===== src/rtl/obs_pkg.sv =====
package obs_pkg;

  typedef enum logic [1:0] {
    OBS_SHIFT = 2'b00,
    OBS_SIGN  = 2'b01,
    OBS_CLEAR = 2'b10,
    OBS_LOAD  = 2'b11
  } obs_mode_e;

  typedef struct packed {
    logic shift;
    logic sign;
    logic clear;
    logic load;
  } obs_sel_t;

  localparam int OBS_MAXW = 64;

  // Parity of the state bits picked out by a tap mask (zero-extended).
  function automatic logic fold_taps(input logic [OBS_MAXW-1:0] state,
                                     input logic [OBS_MAXW-1:0] mask);
    return ^(state & mask);
  endfunction

  // Next value of one stage given its selected source and its data bit.
  function automatic logic stage_next(input obs_sel_t sel,
                                      input logic scan_src,
                                      input logic sig_src,
                                      input logic din,
                                      input logic cur);
    logic nxt;
    nxt = cur;
    if (sel.clear)      nxt = 1'b0;
    else if (sel.load)  nxt = din;
    else if (sel.shift) nxt = scan_src;
    else if (sel.sign)  nxt = sig_src ^ din;
    return nxt;
  endfunction

endpackage


===== src/rtl/obs_mode_decode.sv =====
module obs_mode_decode
  import obs_pkg::*;
(
  input  logic [1:0] mode,
  output obs_sel_t   sel
);
  obs_mode_e m;
  assign m = obs_mode_e'(mode);

  always_comb begin
    sel = '0;
    unique case (m)
      OBS_SHIFT: sel.shift = 1'b1;
      OBS_SIGN:  sel.sign  = 1'b1;
      OBS_CLEAR: sel.clear = 1'b1;
      OBS_LOAD:  sel.load  = 1'b1;
      default:   sel = '0;
    endcase
  end
endmodule


===== src/rtl/obs_feedback.sv =====
module obs_feedback
  import obs_pkg::*;
#(
  parameter int               WIDTH    = 3,
  parameter logic [WIDTH-1:0] TAP_MASK = 'b101
) (
  input  logic [WIDTH-1:0] state,
  output logic             fb_bit
);
  assign fb_bit = fold_taps(OBS_MAXW'(state), OBS_MAXW'(TAP_MASK));
endmodule


===== src/rtl/obs_stage.sv =====
module obs_stage
  import obs_pkg::*;
(
  input  logic     clk,
  input  obs_sel_t sel,
  input  logic     scan_src,
  input  logic     sig_src,
  input  logic     din,
  output logic     q
);
  logic q_next;
  assign q_next = stage_next(sel, scan_src, sig_src, din, q);

  always_ff @(posedge clk) begin
    q <= q_next;
  end
endmodule


===== src/rtl/logic_block_observer.sv =====
module logic_block_observer
  import obs_pkg::*;
#(
  parameter int               WIDTH    = 3,
  parameter logic [WIDTH-1:0] TAP_MASK = 'b101
) (
  input  logic             clk,
  input  logic [1:0]       mode,
  input  logic [WIDTH-1:0] par_in,
  input  logic             scan_in,
  output logic [WIDTH-1:0] par_out,
  output logic             scan_out
);
  localparam int LAST = WIDTH - 1;

  obs_sel_t         sel;
  logic             fb_bit;
  logic [WIDTH-1:0] state;
  logic [WIDTH-1:0] scan_link;
  logic [WIDTH-1:0] sig_link;

  obs_mode_decode u_dec (
    .mode (mode),
    .sel  (sel)
  );

  obs_feedback #(.WIDTH(WIDTH), .TAP_MASK(TAP_MASK)) u_fb (
    .state  (state),
    .fb_bit (fb_bit)
  );

  for (genvar i = 0; i < WIDTH; i++) begin : g_stage
    if (i == 0) begin : g_head
      assign scan_link[i] = scan_in;
      assign sig_link[i]  = fb_bit;
    end else begin : g_body
      assign scan_link[i] = state[i-1];
      assign sig_link[i]  = state[i-1];
    end

    obs_stage u_stage (
      .clk      (clk),
      .sel      (sel),
      .scan_src (scan_link[i]),
      .sig_src  (sig_link[i]),
      .din      (par_in[i]),
      .q        (state[i])
    );
  end

  assign par_out  = state;
  assign scan_out = state[LAST];
endmodule


===== config.mk =====
export PLATFORM = sky130hd
export DESIGN_NAME = logic_block_observer
export DESIGN_NICKNAME = d
export VERILOG_FILES = /design/src/rtl/obs_pkg.sv /design/src/rtl/obs_mode_decode.sv /design/src/rtl/obs_feedback.sv /design/src/rtl/obs_stage.sv /design/src/rtl/logic_block_observer.sv
export SDC_FILE = /design/constraint.sdc
export NUM_CORES = 1
export LEC_CHECK = 0
export BUFFER_PORTS_ARGS = -buffer_cell sky130_fd_sc_hd__buf_2
export CORE_AREA = 2 2 39 41
export CTS_CLUSTER_SIZE = 28
export DETAILED_ROUTE_END_ITERATION = 16
export DIE_AREA = 0 0 41 43
export GPL_TIMING_DRIVEN = 0
export PLACE_DENSITY = 0.34
export SYNTH_ARGS = -nofsm -noshare
export SYNTH_HDL_FRONTEND = slang
export SYNTH_SLANG_ARGS = --single-unit
export TNS_END_PERCENT = 10

===== constraint.sdc =====
create_clock -name clk -period 0.9 [get_ports clk]
set_input_delay 0.135 -clock clk [delete_from_list [all_inputs] [get_ports clk]]
set_output_delay 0.135 -clock clk [all_outputs]
set_load 0.1 [all_outputs]

# ---- After elaboration in Yosys (flattened, before gate mapping)
# Cells that the tools add are included.
dict set report totals {
  ff_bits 3
  input_bits 7
  out_inout_bits 4
  wordCells 25
}
dict set report classes {
  eq_ne 3
  mux 13
  bitwise_logic 3
  reduce_logical 3
}
# cell n
set ops {}
lappend ops {{$reduce_xor A64 Y1} 1}
lappend ops {{$mux W1} 13}
lappend ops {{$eq A2 B2 Y1 const B} 2}
lappend ops {{$reduce_bool A3 Y1} 1}
lappend ops {{$xor A1 B1 Y1} 3}
lappend ops {{$eq A2 B1 Y1 const B} 1}
lappend ops {{$logic_not A2 Y1} 1}

# ---- Depth between registers and ports, before layout
dict set report depth {
  word_depth 5
  depth_mapped 3
  depth_no_buf 3
}

# ---- Hierarchy
# A second synthesis with hierarchy kept.
dict set report unflattened {
  cells_unflattened 30
  hier_area_um2 264.0
}
# module n_inst cells_each area_per_inst_um2 seq_area_each_um2
set modules_own_cells {}
lappend modules_own_cells {obs_stage 3 8 73.8 20.0}
lappend modules_own_cells {obs_mode_decode 1 4 26.3 0.0}
lappend modules_own_cells {obs_feedback 1 1 8.8 0.0}
lappend modules_own_cells {logic_block_observer 1 1 7.5 0.0}

# ---- Worst setup path after synthesis
# Ideal clock, no wire load.
dict set report synth_path {
  path_type {flip-flop to flip-flop}
  startpoint {reg g_stage[2].u_stage.q}
  endpoint {reg g_stage[0].u_stage.q}
  setup_ns 0.062
  t_arrival_ns 1.664
  required_time_ns 0.838
  setup_slack_ns -0.825
  stages_incl_launch_ff 4
  n_path_buf 0
  period_less_slack_ns 1.725
  cell_sequence {dfxtp_1 xnor2_1 or4b_1 nand3_1}
}
dict set report synth_between {
  elab_chain_cells 5
}
# element line
set synth_rtl {}
lappend synth_rtl {{start, declared} obs_stage.sv:9} ;# output logic q
lappend synth_rtl {{start signal, assigned} obs_stage.sv:15} ;# q <= q_next;
lappend synth_rtl {{$reduce_xor A64 Y1} obs_pkg.sv:22} ;# return ^(state & mask);
lappend synth_rtl {{$xor A1 B1 Y1} obs_pkg.sv:36} ;# else if (sel.sign) nxt = sig_src ^ din;
lappend synth_rtl {{$mux W1} obs_pkg.sv:36}
lappend synth_rtl {{$mux W1} obs_pkg.sv:35} ;# else if (sel.shift) nxt = scan_src;
lappend synth_rtl {{$mux W1} obs_pkg.sv:34} ;# else if (sel.load) nxt = din;
lappend synth_rtl {{end signal, assigned} obs_stage.sv:15}
lappend synth_rtl {{end, declared} obs_stage.sv:9}
# No other way between the ends. The select of a mux whose other input is x is not followed.
# A chain may end at the register's enable or synchronous reset.

# ---- Worst setup path in the final report
# Same ends and word-level chain as after synthesis.

==> summary.md <==
| Metric | Value |
|---|---|
| Status | `complete, but fails checks` |
| Violated checks | `setup timing` |
| Flip-flop count of the largest register after layout | `3` |
| Endpoint class of the critical path | `flop` |
| YS warnings | `0` |
| GRT overflow | `0` |
| Cells after Synth | `18` |
| Power density cells | `2410 nW/um^2` |
| Routed wire length | `323 um` |
| Final setup vio count | `5` |
| Period minus WS final | `1.09 ns` |
| Clk pin slew, worst setup/hold paths | `0.04 ns` |
| CTS tree | `done` |
| Slew headroom | `0.817` |
| Drt via density | `3.13` |
| DRC errors left | `0` |
| WP data arrival | `1.26 ns` |
| Top layer in use | `met3` |
| Actual slew at the worst max-slew pin | `0.277 ns` |
| Core Area | `about 1400 sq um` |
| Power, Total | `0.780 mW` |
| Kind of critical path | `reg -> reg` |
| GRT Total Usage | `0.0572` |
| First-pass detailed-route iteration total | `1` |
| # IOs | `11` |
| RSZ-0062 raised after global routing | `true` |
| DR vias | `150` |
| TritonCTS buffer count | `3` |
| Fin util | `0.234` |
| Area of placed instances | `between 200 and 250 sq um` |
| Fill count | `154` |
| Most flops, register | `g_stage.u_stage.q` |
| Slew Limit Fails | `0` |
| Critical Path Fanout Max | `3` |
| Pleak | `0.144 nW` |
| FF-to-FF path depth | `3` |
| DP Worst Slack | `-0.184 ns` |
| Cell Rows | `14` |
| Initial antenna violation count | `0` |
| Syn avg cell area | `8.83 sq um` |
| Die height | `43 um` |
| Worst Path Required | `between 1 and 1.5 ns` |
| Average wire per standard cell | `6.73 um` |
| Post-synth top area share | `0.378` |
| Largest net degree at the start of global routing | `6` |
| Final ANT Viol Nets | `0` |
| Crit path capture | `g_stage[0].u_stage.q` |
| Fin. Hold Viols | `0` |
| Met3 WL | `25 um` |
| Terminus of the critical flop-to-flop path | `g_stage[0].u_stage.q` |
| R2R Setup Slk | `-0.19 ns` |
| Syn-to-layout area delta | `104%` |
| Worst Setup Start Kind | `flop` |
| Skew-Pair Late Insertion Delay | `~0.23 ns` |
| Clock Path Buffers | `2` |
| Global-route wire length before repair | `about 600 um` |
| Max rail drop VDD | `458 uV` |
| Area leader, netlist | `dfxtp_1` |
| Worst setup margin | `-0.193 ns` |
| Worst Hold Class | `in -> reg` |
| H-tree depth | `1` |
| IO buf count | `10` |
| Clock sink total | `3` |
| Final Wtd Congestion | `0.650` |
| Die Width | `41 um` |
| Synth unique cells | `9` |
| Initial drt markers | `0` |
| Final worst-path cycle share | `1.21` |
| Crit. Startpoint | `g_stage[2].u_stage.q` |
| Share of layout cells above drive strength 1 | `0.625` |
| N_diodes | `0` |
| Syn_nets | `25` |
| Sequential fraction of the synthesis area | `0.378` |
| Synthesized area | `159 sq um` |
| Hold_buf cts | `0` |
| Met2 wire len | `126 um` |
| FF+latch count, synth | `3` |
| Vias in the first global route | `around 160` |
| Layout Nets | `40` |
| Max-cap viol count | `0` |
| Final Cell Area | `324 sq um` |
| Synth area leaders | `dfxtp_1 38%, xnor2_1 17%, buf_4 14%` |
| Max Freq | `915 MHz` |
| Registers with the most flip-flops | `g_stage.u_stage.q: 3 flops` |
| Die area | `1760 sq um` |
| Root buf cell | `clkbuf_4` |
| FF-to-FF Start | `g_stage[2].u_stage.q` |
| Clk_skew | `0.00270 ns` |
| Initial Utilization | `0.115` |
| Metal-1 WL | `170 um` |
-- repair_timing --
action,in CTS,in global routing
pin swaps,0,1
hold endpoints to repair,0,0
setup endpoints to repair,5,5
setup buffers,0,0
gates resized for setup,17,0
-- stage by stage --
stage	setup TNS (ns)	hold slack [ns]	cells
after detailed placement	-0.455	0.352	44
after floorplan	-0.431	0.257	18
after CTS	-0.585	0.108	48
after global routing	-0.731	0.137	48
after global placement	-0.455	0.352	44
final	-0.533	0.119	48
-- worst max-delay path, cell delays in order (launching register included) --
cell and delay (ns):
dfxtp_4 0.35, xnor2_2 0.13, or4b_1 0.46, nand3_1 0.09
-- cells by family (layout without fill, tap and decap cells) --
| logic type | after synthesis | in the layout | share of synthesized area |
|---|---|---|---|
| xor+xnor | 3 | 3 | 0.165 |
| compound gates | 1 | 1 | 0.0473 |
| simple gates | 8 | 8 | 0.268 |
| buf+inv | 3 | 17 | 0.142 |
| flops | 3 | 3 | 0.378 |
-- how the worst min path moves through the flow --
stage	depth (start not counted)	endpoint	from	slack (ns)
after floorplan	2	g_stage[0].u_stage.q	scan_in	0.26
after global placement	3	g_stage[0].u_stage.q	scan_in	0.35
after detailed placement	3	g_stage[0].u_stage.q	scan_in	0.35
after CTS	3	g_stage[0].u_stage.q	scan_in	0.11
after global routing	3	g_stage[0].u_stage.q	scan_in	0.14
final	3	g_stage[0].u_stage.q	scan_in	0.12
-- placed cells by master, fill, tap and decap left out --
cell | Yosys | routed
buf_2 | 0 | 6
nand2_1 | 3 | 3
clkbuf_4 | 0 | 3
buf_12 | 0 | 3
nor2b_1 | 2 | 2
xnor2_1 | 3 | 2
buf_6 | 0 | 2
buf_4 | 3 | 2
dfxtp_2 | 0 | 2
xnor2_2 | 0 | 1
o211ai_1 | 1 | 1
or4b_1 | 1 | 1
nor2_1 | 1 | 1
nand3_1 | 1 | 1
clkbuf_1 | 0 | 1
dfxtp_4 | 0 | 1
-- power breakdown --
group          total (mW)  switching (mW)  leakage, nW  internal, mW
combinational       0.371           0.225        0.103         0.146
sequential          0.176          0.0193       0.0260         0.157
clock               0.233          0.0670       0.0150         0.166
-- cells in the mapped netlist --
master / count
dfxtp_1: 3
nor2_1: 1
nand2_1: 3
nor2b_1: 2
xnor2_1: 3
buf_4: 3
or4b_1: 1
o211ai_1: 1
nand3_1: 1
-- cell type report --
cell class / count / area [sq um] / area share
Multi-Input combinational cell: 12 / 83.8 / 0.259
Buffer: 3 / 30.0 / 0.0927
Tap cell: 16 / 20.0 / 0.0618
Timing Repair Buffer: 10 / 97.6 / 0.301
Sequential cell: 3 / 66.3 / 0.205
Clock buffer: 4 / 26.3 / 0.0811
-- layer usage --
metal,vias up,track usage
li1,84,-
met1,57,0.0769
met2,9,0.0469
met3,0,0.0314
met4,0,0.0800
met5,-,0
Note: power is estimated with default switching activity, not from simulation.
